### config.mk
export PLATFORM = sky130hd
export DESIGN_NAME = twowire_eeprom_wp
export DESIGN_NICKNAME = d
export VERILOG_FILES = /design/src/rtl/twe_pkg.sv /design/src/rtl/twe_ctrl.sv /design/src/rtl/twe_data.sv /design/src/rtl/twowire_eeprom_wp.sv
export SDC_FILE = /design/constraint.sdc
export NUM_CORES = 2
export LEC_CHECK = 0
export BUFFER_PORTS_ARGS = -buffer_cell sky130_fd_sc_hd__buf_2
export CORE_MARGIN = 4
export CORE_UTILIZATION = 41
export DETAILED_ROUTE_END_ITERATION = 7
export SETUP_SLACK_MARGIN = 0.1
export SLEW_MARGIN = 20
export SYNTH_ARGS = -nofsm -noshare
export SYNTH_HDL_FRONTEND = slang
export SYNTH_SLANG_ARGS = --single-unit
### constraint.sdc
create_clock -name clk -period 5.2 [get_ports clk]
set_input_delay 0.52 -clock clk [delete_from_list [all_inputs] [get_ports clk]]
set_output_delay 0.52 -clock clk [all_outputs]
set_load 0.01 [all_outputs]
### src/rtl/twe_pkg.sv
package twe_pkg;

  typedef enum logic [3:0] {
    ST_IDLE,
    ST_DEV,
    ST_ACKDEV,
    ST_WORD,
    ST_ACKWORD,
    ST_WDATA,
    ST_ACKWR,
    ST_RDATA,
    ST_RACK
  } busState_e;

  // strobes from control to datapath, one clock wide
  typedef struct packed {
    logic shiftIn;    // sample one received bit
    logic loadPtr;    // word address complete
    logic pageWrite;  // data byte complete
    logic loadTx;     // fetch byte at pointer for transmit
    logic shiftTx;    // advance transmit bit
    logic startSeen;  // START or repeated START
    logic stopSeen;   // STOP
  } ctrlStrobe_t;

endpackage

### src/rtl/twe_ctrl.sv
module twe_ctrl
  import twe_pkg::*;
#(
  parameter logic [3:0] DEV_ID = 4'b1010
) (
  input  logic        clk,
  input  logic        rstN,
  input  logic        scl,
  input  logic        sdaIn,
  input  logic [7:0]  rxByte,
  input  logic        txMsb,
  input  logic        busy,
  output ctrlStrobe_t stb,
  output logic        sdaOe,
  output busState_e   busState
);

  localparam logic [3:0] BITS_PER_BYTE = 4'd8;

  logic sclQ, sdaQ;
  logic sclRise, sclFall, startCond, stopCond;
  logic devMatch;

  busState_e   state, nState;
  logic [3:0]  bitCnt, nBit;
  logic        isRead, nRead;
  logic        masterAck, nMack;

  assign sclRise   =  scl & ~sclQ;
  assign sclFall   = ~scl &  sclQ;
  assign startCond =  scl &  sclQ &  sdaQ & ~sdaIn;
  assign stopCond  =  scl &  sclQ & ~sdaQ &  sdaIn;
  assign devMatch  = (rxByte[7:4] == DEV_ID) & ~busy;

  always_ff @(posedge clk) begin
    if (!rstN) begin
      sclQ      <= 1'b1;
      sdaQ      <= 1'b1;
      state     <= ST_IDLE;
      bitCnt    <= '0;
      isRead    <= 1'b0;
      masterAck <= 1'b0;
    end else begin
      sclQ      <= scl;
      sdaQ      <= sdaIn;
      state     <= nState;
      bitCnt    <= nBit;
      isRead    <= nRead;
      masterAck <= nMack;
    end
  end

  always_comb begin
    nState = state;
    nBit   = bitCnt;
    nRead  = isRead;
    nMack  = masterAck;
    stb    = '0;
    if (startCond) begin
      nState        = ST_DEV;
      nBit          = '0;
      stb.startSeen = 1'b1;
    end else if (stopCond) begin
      nState        = ST_IDLE;
      stb.stopSeen  = 1'b1;
    end else begin
      unique case (state)
        ST_DEV, ST_WORD, ST_WDATA: begin
          if (sclRise) begin
            stb.shiftIn = 1'b1;
            nBit        = bitCnt + 4'd1;
          end else if (sclFall && bitCnt == BITS_PER_BYTE) begin
            nBit = '0;
            if (state == ST_DEV) begin
              if (devMatch) begin
                nState = ST_ACKDEV;
                nRead  = rxByte[0];
              end else begin
                nState = ST_IDLE;
              end
            end else if (state == ST_WORD) begin
              stb.loadPtr = 1'b1;
              nState      = ST_ACKWORD;
            end else begin
              stb.pageWrite = 1'b1;
              nState        = ST_ACKWR;
            end
          end
        end
        ST_ACKDEV: begin
          if (sclFall) begin
            if (isRead) begin
              stb.loadTx = 1'b1;
              nState     = ST_RDATA;
            end else begin
              nState = ST_WORD;
            end
          end
        end
        ST_ACKWORD, ST_ACKWR: begin
          if (sclFall) nState = ST_WDATA;
        end
        ST_RDATA: begin
          if (sclRise) begin
            nBit = bitCnt + 4'd1;
          end else if (sclFall) begin
            if (bitCnt == BITS_PER_BYTE) begin
              nBit   = '0;
              nState = ST_RACK;
            end else begin
              stb.shiftTx = 1'b1;
            end
          end
        end
        ST_RACK: begin
          if (sclRise) begin
            nMack = ~sdaIn;
          end else if (sclFall) begin
            if (masterAck) begin
              stb.loadTx = 1'b1;
              nState     = ST_RDATA;
            end else begin
              nState = ST_IDLE;
            end
          end
        end
        default: ;
      endcase
    end
  end

  always_comb begin
    unique case (state)
      ST_ACKDEV, ST_ACKWORD, ST_ACKWR: sdaOe = 1'b1;
      ST_RDATA:                        sdaOe = ~txMsb;
      default:                         sdaOe = 1'b0;
    endcase
  end

  assign busState = state;

endmodule

### src/rtl/twe_data.sv
module twe_data
  import twe_pkg::*;
#(
  parameter int ADDR_W      = 7,
  parameter int PAGE_W      = 3,
  parameter int PROG_CYCLES = 200
) (
  input  logic        clk,
  input  logic        rstN,
  input  ctrlStrobe_t stb,
  input  logic        sdaBit,
  input  logic        wrEnable,
  output logic [7:0]  rxByte,
  output logic        txMsb,
  output logic        busy
);

  localparam int DEPTH      = 1 << ADDR_W;
  localparam int PAGE_SLOTS = 1 << PAGE_W;
  localparam int BASE_W     = ADDR_W - PAGE_W;
  localparam int CNT_W      = $clog2(PROG_CYCLES + 1);

  logic [7:0]             mem [DEPTH];
  logic [7:0]             rxShift, txShift;
  logic [ADDR_W-1:0]      ptr;
  logic [PAGE_W-1:0]      slot;
  logic [BASE_W-1:0]      commitBase;
  logic [CNT_W-1:0]       busyCnt;
  logic [PAGE_SLOTS*8-1:0] pageFlat;
  logic [PAGE_SLOTS-1:0]  pageValid;
  logic                   pagePending, launch, discard, commitNow;

  assign slot        = ptr[PAGE_W-1:0];
  assign busy        = (busyCnt != '0);
  assign commitNow   = (busyCnt == CNT_W'(1));
  assign pagePending = |pageValid;
  // write gate: sampled once, at the STOP that closes a write
  assign launch      = stb.stopSeen & ~busy & pagePending &  wrEnable;
  assign discard     = (stb.stopSeen & ~busy & pagePending & ~wrEnable)
                     | (stb.startSeen & ~busy);

  // page buffer slots
  for (genvar s = 0; s < PAGE_SLOTS; s++) begin : g_slot
    logic [7:0] slotData;
    logic       slotValid;
    always_ff @(posedge clk) begin
      if (!rstN) begin
        slotData  <= '0;
        slotValid <= 1'b0;
      end else if (stb.pageWrite && slot == PAGE_W'(s)) begin
        slotData  <= rxShift;
        slotValid <= 1'b1;
      end else if (commitNow || discard) begin
        slotValid <= 1'b0;
      end
    end
    assign pageFlat[s*8 +: 8] = slotData;
    assign pageValid[s]       = slotValid;
  end

  // shift registers and pointer
  always_ff @(posedge clk) begin
    if (!rstN) begin
      rxShift <= '0;
      txShift <= '0;
      ptr     <= '0;
    end else begin
      if (stb.shiftIn) rxShift <= {rxShift[6:0], sdaBit};
      if (stb.loadTx)       txShift <= mem[ptr];
      else if (stb.shiftTx) txShift <= {txShift[6:0], 1'b0};
      if (stb.loadPtr)        ptr <= rxShift[ADDR_W-1:0];
      else if (stb.pageWrite) ptr <= {ptr[ADDR_W-1:PAGE_W], slot + 1'b1};
      else if (stb.loadTx)    ptr <= ptr + 1'b1;
    end
  end

  // self-timed program cycle
  always_ff @(posedge clk) begin
    if (!rstN) begin
      busyCnt    <= '0;
      commitBase <= '0;
    end else if (launch) begin
      busyCnt    <= CNT_W'(PROG_CYCLES);
      commitBase <= ptr[ADDR_W-1:PAGE_W];
    end else if (busy) begin
      busyCnt    <= busyCnt - 1'b1;
    end
  end

  // array, written only at the end of a program cycle
  always_ff @(posedge clk) begin
    if (!rstN) begin
      for (int a = 0; a < DEPTH; a++) mem[a] <= '0;
    end else if (commitNow) begin
      for (int i = 0; i < PAGE_SLOTS; i++) begin
        if (pageValid[i]) mem[{commitBase, PAGE_W'(i)}] <= pageFlat[i*8 +: 8];
      end
    end
  end

  assign rxByte = rxShift;
  assign txMsb  = txShift[7];

endmodule

### src/rtl/twowire_eeprom_wp.sv
module twowire_eeprom_wp
  import twe_pkg::*;
#(
  parameter logic [3:0] DEV_ID      = 4'b1010,
  parameter int         ADDR_W      = 7,
  parameter int         PAGE_W      = 3,
  parameter int         PROG_CYCLES = 200
) (
  input  logic clk,
  input  logic rstN,
  input  logic scl,
  input  logic sdaIn,
  output logic sdaOe,
  input  logic wrEnable
);

  ctrlStrobe_t stb;
  busState_e   busState;
  logic [7:0]  rxByte;
  logic        txMsb;
  logic        busy;

  twe_ctrl #(.DEV_ID(DEV_ID)) ctrl_i (
    .clk      (clk),
    .rstN     (rstN),
    .scl      (scl),
    .sdaIn    (sdaIn),
    .rxByte   (rxByte),
    .txMsb    (txMsb),
    .busy     (busy),
    .stb      (stb),
    .sdaOe    (sdaOe),
    .busState (busState)
  );

  twe_data #(
    .ADDR_W      (ADDR_W),
    .PAGE_W      (PAGE_W),
    .PROG_CYCLES (PROG_CYCLES)
  ) data_i (
    .clk      (clk),
    .rstN     (rstN),
    .stb      (stb),
    .sdaBit   (sdaIn),
    .wrEnable (wrEnable),
    .rxByte   (rxByte),
    .txMsb    (txMsb),
    .busy     (busy)
  );

endmodule

==> summary.md <==
| Metric | Value |
|---|---|
| Final wirelength | 185000 um |
| Status | finished clean |
| Hold path cells | 2 |
| Post CTS Setup Buffer Count | 0 |
| Count of pins over their slew limit | 0 |
| # DRC | 0 |
| Max capacitance violation total | 0 |
| Arrival @ worst endpoint | 4080 ps |
| Sequential fraction of the synthesis area | 0.630 |
| H-Tree Level Count | 3 |
| Clock transition at path regs | 70 ps |
| Total core area | 128000 sq um |
| Hold Path Class | primary input to register |
| Hold Violations, Final | 0 |
| Peak VDD IR | 0.279 mV |
| Max incr delay on CP | 1060 ps |
| Largest area contributor in the netlist | edfxtp_1 |
| Vias in the first global route | 32000 |
| Post-Synthesis Cells | 3745 |
| PostCTS Resize Cnt | 0 |
| RSZ-0062 raised after global routing | false |
| Avg Vias per Cell | 6.09 |
| Share of layout cells above drive strength 1 | 0.163 |
| Placed inst area | 54900 sq um |
| Die width | 366 um |
| EDFF count, synth | 1024 |
| Initial antenna violation count | 12 |
| Number of DRC markers in iteration 0 | 5024 |
| CTS hold repair buffers | 0 |
| Worst slack, placed | 1410 ps |
| Power per Cell Area | 340 nW/um^2 |
| Root Driver | clkbuf_16 |
| R2R setup slack | 1470 ps |
| Yosys warns | 0 |
| Die height | 366 um |
| Nets@finish | 3818 |
| CTS Buf Count | 119 |
| Hold Path Sink | ctrl_i.masterAck |
| CP Max Fanout | 17 |
| Average wire per standard cell | 33.1 um |
| TritonCTS clock tree | done |
| CP Capture Type | register |
| Top-count cell post-synth | and2_1 |
| Initial Util | 0.412 |
| Final Skew | 46.5 ps |
| First-pass GRT wire length | 255000 um |
| Buf/Inv on CP | 0 |
| Longest Clk Path Bufs | 3 |
| Critical Path RT | 5560 ps |
| Top FF cell, synth | edfxtp_1 |
| Dpl hpwl | 121000 um |
| FMAX | 268 MHz |
| Min cycle time layout | 3730 ps |
| CP Cell Sequence | or3_1, nor3_1, and3_1, nand2_1, o21ai_0 |
| Post-Layout Cell Count | 5584 |
| Hold path startpoint | sdaIn |
| Pre-Repair DR Iteration Count | 6 |
| Setup TNS | 0 ps |
| Syn nets | 3760 |
| Top cell type's share of synthesized area | 0.585 |
| Antenna viol nets, final | 0 |
| CP max-delay cell | o21ai_0 |
| Crit path max-delay family | simple AND/OR/NAND/NOR gates |
| R2r startpoint | data_i.busyCnt[4] |
| IO Pins | 6 |
| FF+latch count, synth | 1143 |
| Critical path type | register to register |
| Netlist Area Pre-Place | 52600 sq um |
| Setup slack after layout | 1470 ps |
| Area Overhead vs Synth | 11.9% |
| Crit path launch type | register |
| Die ar. | 134000 sq um |
| Critical Path Start | data_i.busyCnt[4] |
| Dominant cells by area after synthesis | edfxtp_1, and2_1, mux4_2 |
| Clk Latency, worst-skew pair | 740 ps |
| Largest net degree at the start of global routing | 90 |
| I/O Buffers | 5 |
| Final worst path period share | 0.716 |
| Unique cell type count in the Yosys netlist | 80 |
| Row cnt | 131 |
| Tot GR Track Use | 0.270 |
| Placed insts | 5344 |
| Global route overflow | 0 |
| RePlAce Congestion | 0.997 |
| Clock net sink count | 1143 |
| Synth cell count leaders | and2_1, edfxtp_1, nor2_1 |
| Slew @ Worst Pin | 1110 ps |
| Leakage | 19.7 nW |
| Design Area, Final | 58800 sq um |
| Finish-stage setup viols | 0 |
| Slew HR | 0.252 |
| Asr flop ratio synth | 0 |
| Routed vias | 34000 |
| FF-to-FF End | data_i.mem[89][5] |
| Reg2Reg Depth | 5 |
| Syn Area/Cell | 14.0 sq um |
how the worst max path moves through the flow:
stage	to	slack, ps	depth (start not counted)
finish	data_i.mem[89][5]	1470	5
detailed placement	data_i.mem[121][4]	1410	5
global placement	data_i.mem[49][1]	1530	5
floorplan	data_i.mem[103][0]	2400	8
global route	data_i.mem[89][4]	1300	5
CTS	data_i.mem[49][6]	1370	5
worst register-to-register path, stage by stage, from the launching register on:
cell	delay, ps
dfxtp_1	340
or3_1	410
nor3_1	290
and3_1	620
nand2_1	670
o21ai_0	1060
flip-flops by register name, indices dropped and copies added, names as in the netlist, 4 cells and up:
name / flops
data_i.txShift: 8
data_i.mem: 1024
data_i.g_slot.slotData: 64
data_i.ptr: 7
data_i.rxByte: 8
data_i.g_slot.slotValid: 8
data_i.commitBase: 4
ctrl_i.bitCnt: 4
data_i.busyCnt: 8
ctrl_i.busState: 4
layout by cell type (no fill, tap or decap), types with 14 or more instances in the layout:
master     Yosys  routed
o21ai_1        0      15
dfxtp_1      119      90
a21oi_1       85      85
nor2b_1       14      14
diode_2        0      17
clkinv_1       1      18
o21ai_0      148     133
a211oi_1      20      20
nand2b_1      14      14
a22oi_1       23      23
nand2_1      132     132
mux4_2       197     197
a221oi_1      19      19
clkbuf_1     170      26
edfxtp_1    1024    1024
nor2_1       201     200
mux4_1        25      25
dfxtp_2        0      26
o22ai_1       28      28
nand3_1       72      72
clkbuf_16      0     122
buf_4         29     188
mux2i_1      125     125
and2_1      1033    1033
clkinv_2       0      21
nor3_1        17      17
through the flow:
step | utilization | power, mW | hold WS [ps]
after floorplan | - | 11.1 | 442
after global placement | 0.430 | 11.5 | 473
after detailed placement | 0.430 | 11.5 | 472
after CTS | 0.461 | 20.1 | 84.5
after global routing | 0.461 | 20.6 | 133
final | 0.461 | 20.0 | 127
cells by family after synthesis:
group                    after synthesis  synth area share
AND/OR/NAND/NOR                     1539             0.167
flip-flops                          1143             0.630
AO/OA/AOI/OAI                        410            0.0490
multiplexers                         357             0.123
buffers and inverters                276            0.0276
XOR/XNOR                              10           0.00167
adder cells (fa/ha/maj)               10           0.00238
per-layer routing:
layer  vias to the layer above  global-route usage  share of wire  wire length (um)
met5                         -                   0        0.00014                25
met4                         4               0.123          0.051              9440
met3                       430              0.0557           0.10             19300
met2                      2158               0.418           0.45             83900
met1                     17400               0.368           0.39             72200
li1                      14000                   -              -                 -
area by class of cell:
type | count | area, sq um
fillers | 11200 | 68700
flip-flops and latches | 1143 | 33200
multi-input cells | 2326 | 18000
clock buffers | 151 | 3190
well taps | 1662 | 2080
repair buffers | 198 | 1550
clock inverters | 72 | 736
inverters | 15 | 56.3
diodes | 17 | 42.5
report_power, final:
part	switching, mW	internal, mW	total, mW
logic	0.466	0.282	0.748
registers	0.180	10.4	10.6
clock network	3.73	4.98	8.71
Power figures use the tool's default switching activity.
